--- src/rtl/flyby_dma_pkg.sv ---
package flyby_dma_pkg;
  typedef enum logic [1:0] {
    ST_IDLE = 2'd0,
    ST_HOLD = 2'd1,
    ST_XFER = 2'd2,
    ST_REL  = 2'd3
  } dma_state_e;

  localparam logic [1:0] OFS_ADDR  = 2'd0;
  localparam logic [1:0] OFS_COUNT = 2'd1;
  localparam logic [1:0] OFS_CTRL  = 2'd2;
  localparam logic [1:0] OFS_STAT  = 2'd3;

  localparam int CTRL_EN  = 0;
  localparam int CTRL_DIR = 1;
  localparam int STAT_DONE = 0;
  localparam int STAT_EN   = 1;
  localparam int STAT_BUSY = 2;
endpackage

--- src/rtl/flyby_dma_regs.sv ---
module flyby_dma_regs
  import flyby_dma_pkg::*;
#(
  parameter int ADDR_W = 16,
  parameter int CNT_W  = 16,
  parameter int REG_W  = 16
) (
  input  logic              clk,
  input  logic              rst,
  input  logic              cpu_wr,
  input  logic              cpu_rd,
  input  logic [1:0]        cpu_addr,
  input  logic [REG_W-1:0]  cpu_wdata,
  output logic [REG_W-1:0]  cpu_rdata,
  input  logic              busy,
  input  logic              step,
  output logic [ADDR_W-1:0] cur_addr,
  output logic              go,
  output logic              dir
);
  localparam logic [CNT_W-1:0] CNT_ONE = CNT_W'(1);

  logic [ADDR_W-1:0] addr_q;
  logic [CNT_W-1:0]  cnt_q;
  logic              en_q, dir_q, done_q;
  logic [REG_W-1:0]  rd_mux;
  logic              unused_wbits;

  assign unused_wbits = ^cpu_wdata[REG_W-1:2];

  always_ff @(posedge clk) begin
    if (rst) begin
      addr_q    <= '0;
      cnt_q     <= '0;
      en_q      <= 1'b0;
      dir_q     <= 1'b0;
      done_q    <= 1'b0;
      cpu_rdata <= '0;
    end else begin
      if (cpu_wr && !busy) begin
        case (cpu_addr)
          OFS_ADDR:  addr_q <= cpu_wdata[ADDR_W-1:0];
          OFS_COUNT: cnt_q  <= cpu_wdata[CNT_W-1:0];
          OFS_CTRL: begin
            en_q   <= cpu_wdata[CTRL_EN];
            dir_q  <= cpu_wdata[CTRL_DIR];
            done_q <= 1'b0;
          end
          default: ;
        endcase
      end
      if (step) begin
        addr_q <= addr_q + ADDR_W'(1);
        cnt_q  <= cnt_q - CNT_ONE;
        if (cnt_q == CNT_ONE) begin
          done_q <= 1'b1;
          en_q   <= 1'b0;
        end
      end
      if (cpu_rd) cpu_rdata <= rd_mux;
    end
  end

  always_comb begin
    rd_mux = '0;
    case (cpu_addr)
      OFS_ADDR:  rd_mux = REG_W'(addr_q);
      OFS_COUNT: rd_mux = REG_W'(cnt_q);
      OFS_CTRL: begin
        rd_mux[CTRL_EN]  = en_q;
        rd_mux[CTRL_DIR] = dir_q;
      end
      default: begin
        rd_mux[STAT_DONE] = done_q;
        rd_mux[STAT_EN]   = en_q;
        rd_mux[STAT_BUSY] = busy;
      end
    endcase
  end

  assign cur_addr = addr_q;
  assign go       = en_q && (cnt_q != '0);
  assign dir      = dir_q;
endmodule

--- src/rtl/flyby_dma_fsm.sv ---
module flyby_dma_fsm
  import flyby_dma_pkg::*;
(
  input  logic clk,
  input  logic rst,
  input  logic dreq,
  input  logic hlda,
  input  logic go,
  input  logic dir,
  output logic hold,
  output logic dack,
  output logic mem_rd,
  output logic mem_wr,
  output logic io_rd,
  output logic io_wr,
  output logic busy,
  output logic step
);
  dma_state_e st_q, st_d;

  always_comb begin
    st_d = st_q;
    case (st_q)
      ST_IDLE: if (go && dreq) st_d = ST_HOLD;
      ST_HOLD: begin
        if (!dreq)     st_d = ST_REL;
        else if (hlda) st_d = ST_XFER;
      end
      ST_XFER: st_d = ST_REL;
      default: st_d = ST_IDLE;
    endcase
  end

  always_ff @(posedge clk) begin
    if (rst) begin
      st_q   <= ST_IDLE;
      hold   <= 1'b0;
      dack   <= 1'b0;
      mem_rd <= 1'b0;
      mem_wr <= 1'b0;
      io_rd  <= 1'b0;
      io_wr  <= 1'b0;
    end else begin
      st_q   <= st_d;
      hold   <= (st_d == ST_HOLD) || (st_d == ST_XFER);
      dack   <= (st_d == ST_XFER);
      mem_rd <= (st_d == ST_XFER) && !dir;
      io_wr  <= (st_d == ST_XFER) && !dir;
      io_rd  <= (st_d == ST_XFER) && dir;
      mem_wr <= (st_d == ST_XFER) && dir;
    end
  end

  assign busy = (st_q != ST_IDLE);
  assign step = (st_q == ST_XFER);
endmodule

--- src/rtl/flyby_dma.sv ---
module flyby_dma #(
  parameter int ADDR_W = 16,
  parameter int CNT_W  = 16,
  parameter int REG_W  = 16
) (
  input  logic              clk,
  input  logic              rst,
  input  logic              cpu_wr,
  input  logic              cpu_rd,
  input  logic [1:0]        cpu_addr,
  input  logic [REG_W-1:0]  cpu_wdata,
  output logic [REG_W-1:0]  cpu_rdata,
  input  logic              dreq,
  output logic              dack,
  output logic              hold,
  input  logic              hlda,
  output logic [ADDR_W-1:0] mem_addr,
  output logic              mem_rd,
  output logic              mem_wr,
  output logic              io_rd,
  output logic              io_wr
);
  logic busy, step, go, dir;

  flyby_dma_regs #(.ADDR_W(ADDR_W), .CNT_W(CNT_W), .REG_W(REG_W)) u_regs (
    .clk(clk), .rst(rst), .cpu_wr(cpu_wr), .cpu_rd(cpu_rd),
    .cpu_addr(cpu_addr), .cpu_wdata(cpu_wdata), .cpu_rdata(cpu_rdata),
    .busy(busy), .step(step), .cur_addr(mem_addr), .go(go), .dir(dir)
  );

  flyby_dma_fsm u_fsm (
    .clk(clk), .rst(rst), .dreq(dreq), .hlda(hlda), .go(go), .dir(dir),
    .hold(hold), .dack(dack), .mem_rd(mem_rd), .mem_wr(mem_wr),
    .io_rd(io_rd), .io_wr(io_wr), .busy(busy), .step(step)
  );
endmodule

--- config.mk ---
export PLATFORM = sky130hd
export DESIGN_NAME = flyby_dma
export DESIGN_NICKNAME = d
export VERILOG_FILES = /design/src/rtl/flyby_dma_pkg.sv /design/src/rtl/flyby_dma_regs.sv /design/src/rtl/flyby_dma_fsm.sv /design/src/rtl/flyby_dma.sv
export SDC_FILE = /design/constraint.sdc
export NUM_CORES = 1
export LEC_CHECK = 0
export ABC_AREA = 1
export BUFFER_PORTS_ARGS = -buffer_cell sky130_fd_sc_hd__buf_4
export CORE_MARGIN = 2
export CORE_UTILIZATION = 56
export DETAILED_ROUTE_END_ITERATION = 12
export PLACE_DENSITY = 0.8
export SETUP_SLACK_MARGIN = 0.15
export SYNTH_ARGS = -nofsm -noshare
export SYNTH_HDL_FRONTEND = slang
export SYNTH_SLANG_ARGS = --single-unit
--- constraint.sdc ---
create_clock -name clk -period 2.3 [get_ports clk]
set_clock_uncertainty 0.05 [all_clocks]
set_input_delay 0.345 -clock clk [delete_from_list [all_inputs] [get_ports clk]]
set_output_delay 0.345 -clock clk [all_outputs]
set_load 0.01 [all_outputs]
==> flow_summary_export.csv <==
group,metric,value,unit
power_and_ir_drop,p_leak,1.85,nW
critical_path,critPathKind,"reg -> reg",
critical_path,timing.critical_path.from_type,"flop",
synth,netlist.top_cell.by_area,"sky130_fd_sc_hd__dfxtp_1",
floorplanning,die-width,81.6,um
synth,postSynthRegisterBits,57,
synth,ys_seq_area_frac,0.338,
clock_tree,cts_max_level,3,
clock_tree,clk_path_buf_depth,2,
sta,final_hold_viol_count,0,
final_layout,most-common-layout-cells,"sky130_fd_sc_hd__nand2_1 (109), sky130_fd_sc_hd__nor2_1 (74), sky130_fd_sc_hd__inv_1 (73)",
power_and_ir_drop,power_per_cell_area,664,nW/um2
global_route,global_route_wire_length_before_repair,15700,um
placed_design,dpl.hpwl,7330,um
floorplanning,initial_standard_cell_utilization_of_the_core,0.573,
final_layout,most_common_cell_after_layout_fill_and_taps_aside,"sky130_fd_sc_hd__nand2_1",
critical_path,crit_path_top_delay_cell,"sky130_fd_sc_hd__dfxtp_1",
detailed_routing,initialDrtViolationCount,300,
sta,hold-worst-slack,0.207,ns
placed_design,portBuffers,61,
critical_path,worst_ep_arrival,2.17,ns
clock_tree,clk_pin_slew,0.07,ns
floorplanning,design.core.area,5890,um2
final_layout,syn_to_final_growth,19.5,%
critical_path,critPathCaptureType,"flop",
critical_path,timing.critical_path.cells,"inv_1 > ha_1 > nand3_1 > nor2_4 > nand2_1 > o21ai_1 > inv_1 > nor2_1 > ha_1 > nor2_1",
final_layout,multi_input_comb_area,1820,um2
min_path,worstHoldPathType,"in -> reg",
synth,yosysWarningCount,0,
clock_tree,insertion_delay,0.35,ns
sta,worst-slew-pin-transition,0.481,ns
final_layout,filler_cells_inserted,549,
synth,synthCells,527,
placed_design,finalWeightedCongestion,0.973,
clock_tree,clock_sink_count,57,
final_layout,net_count_of_the_finished_layout,610,
detailed_routing,detail_route.wirelength,9990,um
detailed_routing,drt_drc_violations_left,0,
global_route,globalRouteOverflowTotal,0,
final_layout,final_layout_size_suffix_gt1_frac,0.177,
final_layout,final_core_utilization,0.685,
synth,synth_area_per_cell,6.40,um2
clock_tree,clock_tree_from_tritoncts,"yes",
floorplanning,top_level_ports,62,
synth,synth_cell_types,37,
critical_path,worstPathMaxFanout,5,
synth,synth.net_count,556,
sta,min_period_over_period,0.839,
critical_path,crit_required,2.53,ns
sta,finalWorstPathRequiredPeriod,1.93,ns
critical_path,timing.critical_path.buf_inv,2,
final_layout,insertedDiodeCount,0,
detailed_routing,average_wire_length_per_cell_after_detail_routing,15.1,um
synth,yosys-top-cells-area,"sky130_fd_sc_hd__dfxtp_1 (34%), sky130_fd_sc_hd__nand2_1 (12%), sky130_fd_sc_hd__nor2_1 (8.3%)",
detailed_routing,antenna_violating_nets_left,0,
sta,totalNegativeSetupSlack,0,ns
global_route,number_of_global_route_vias_before_repair,3345,
status,run_status,"finished, final reports clean",
sta,timing.slew.headroom,0.679,
sta,maxClockFrequency,0.518,GHz
sta,finalSetupViolCount,0,
detailed_routing,drtPass1Iterations,5,
flow_run,cap_viol_max_count,0,
global_route,grt_max_degree,33,
global_route,antenna_found_initial,0,
clock_tree,ctsHoldBuffers,0,
critical_path,critPathTopFamily,"simple AND/OR/NAND/NOR gates",
critical_path,max_stage_delay,0.32,ns
floorplanning,design.die.area,6660,um2
detailed_routing,via_count,3745,
floorplanning,fp-row-count,28,
power_and_ir_drop,finalPower,2.68,mW
final_layout,footprint_of_the_flip_flops_and_latches,1140,um2
detailed_routing,post_drt_via_cell_ratio,5.67,
clock_tree,cts_made_buffers,9,
synth,synth_area,3370,um2
sta,rsz0062_at_grt,"false",
global_route,gr_usage_total,0.312,
floorplanning,fp.dieH,81.6,um
synth,synth.top_cell.area_share,0.338,
power_and_ir_drop,max-vdd-ir-drop,0.000531,V
clock_tree,cts.root.buffer_cell,"sky130_fd_sc_hd__clkbuf_8",
sta,finalMaxSlewViolations,0,
-- timing repair --
action,4_1_cts,5_1_grt
resized for setup,0,3
setup endpoints to repair,0,4
buffers inserted,0,0
-- metrics by stage --
step | instance area [um2] | instances | worst slack [ns]
floorplan | 3370 | 527 | 0.519
global placement | 3830 | 645 | 0.309
detailed placement | 3830 | 645 | 0.235
CTS | 4020 | 661 | 0.222
global route | 4030 | 661 | 0.196
finish | 4030 | 661 | 0.369
-- kinds of logic after synthesis --
group,synth area share
AND/OR/NAND/NOR,0.294
AO/OA/AOI/OAI,0.219
buffers and inverters,0.125
flip-flops,0.338
adder cells (fa/ha/maj),0.0185
XOR/XNOR,0.00519
-- flip-flops by register name (all words and copies together), names as in the netlist --
register	cells
u_fsm.io_rd	1
u_regs.cnt_q	16
u_regs.cur_addr	16
u_regs.done_q	1
u_regs.en_q	1
u_fsm.io_wr	1
u_fsm.dack	1
u_regs.cpu_rdata	16
u_fsm.hold	1
u_regs.dir	1
u_fsm.st_q	2
-- final cells by class --
class                      instances  area share
multi-input combinational        369       0.452
clock buffer                      14      0.0453
sequential                        57       0.283
inverter                          80      0.0751
tap                               75      0.0233
clock inverter                     2     0.00248
timing repair buffer              64       0.119
-- tightest hold or removal path: stages --
cell and delay [ns]:
sky130_fd_sc_hd__buf_4 0.09, sky130_fd_sc_hd__nor2_1 0.04, sky130_fd_sc_hd__nor2_1 0.09
-- power by group --
group / total, mW / internal, mW / switching, mW
logic: 0.641 / 0.229 / 0.412
registers: 1.12 / 1.05 / 0.0658
clock network: 0.916 / 0.506 / 0.410
-- worst paths after layout --
check,start,depth (start not counted),slack (ns),endpoint
max reg2reg,u_regs.cnt_q[0]$_SDFFE_PP0P_,10,0.37,u_fsm.hold$_SDFF_PP0_
min,cpu_wdata[1],3,0.21,u_regs.dir$_SDFFE_PP0P_
min reg2reg,u_regs.dir$_SDFFE_PP0P_,1,0.41,u_fsm.io_wr$_SDFF_PP0_
max,u_regs.cnt_q[0]$_SDFFE_PP0P_,10,0.37,u_fsm.hold$_SDFF_PP0_
-- synth_stat cells --
master and count:
sky130_fd_sc_hd__o21ai_0 42, sky130_fd_sc_hd__clkbuf_2 1, sky130_fd_sc_hd__a41oi_1 1, sky130_fd_sc_hd__nor3_1 3
sky130_fd_sc_hd__inv_1 73, sky130_fd_sc_hd__inv_4 1, sky130_fd_sc_hd__a31oi_1 10, sky130_fd_sc_hd__dfxtp_1 57
sky130_fd_sc_hd__o21ai_2 4, sky130_fd_sc_hd__a21oi_2 2, sky130_fd_sc_hd__nand2_1 109, sky130_fd_sc_hd__o221ai_1 12
sky130_fd_sc_hd__a21oi_1 37, sky130_fd_sc_hd__nand3_2 1, sky130_fd_sc_hd__o21ai_1 14, sky130_fd_sc_hd__buf_4 5
sky130_fd_sc_hd__nor2_4 2, sky130_fd_sc_hd__a31o_2 1, sky130_fd_sc_hd__nand2_4 1, sky130_fd_sc_hd__o22ai_1 1
sky130_fd_sc_hd__nand2_2 1, sky130_fd_sc_hd__buf_2 3, sky130_fd_sc_hd__nand4_1 3, sky130_fd_sc_hd__and2_1 1
sky130_fd_sc_hd__ha_1 5, sky130_fd_sc_hd__buf_6 2, sky130_fd_sc_hd__nor2_2 4, sky130_fd_sc_hd__nand3b_1 1
sky130_fd_sc_hd__o211ai_1 2, sky130_fd_sc_hd__inv_2 6, sky130_fd_sc_hd__buf_1 2, sky130_fd_sc_hd__xor2_1 2
sky130_fd_sc_hd__nor2_1 75, sky130_fd_sc_hd__nor2_8 1, sky130_fd_sc_hd__clkbuf_1 8, sky130_fd_sc_hd__nand3_1 32
sky130_fd_sc_hd__o21bai_1 2
-- per-layer routing --
metal / GRT usage / vias up / wire length (um)
li1: - / 1831 / -
met1: 0.423 / 1714 / 4290
met2: 0.504 / 183 / 4640
met3: 0.0462 / 17 / 908
met4: 0.115 / 0 / 148
met5: 0 / - / 0
Power figures use the tool's default switching activity.
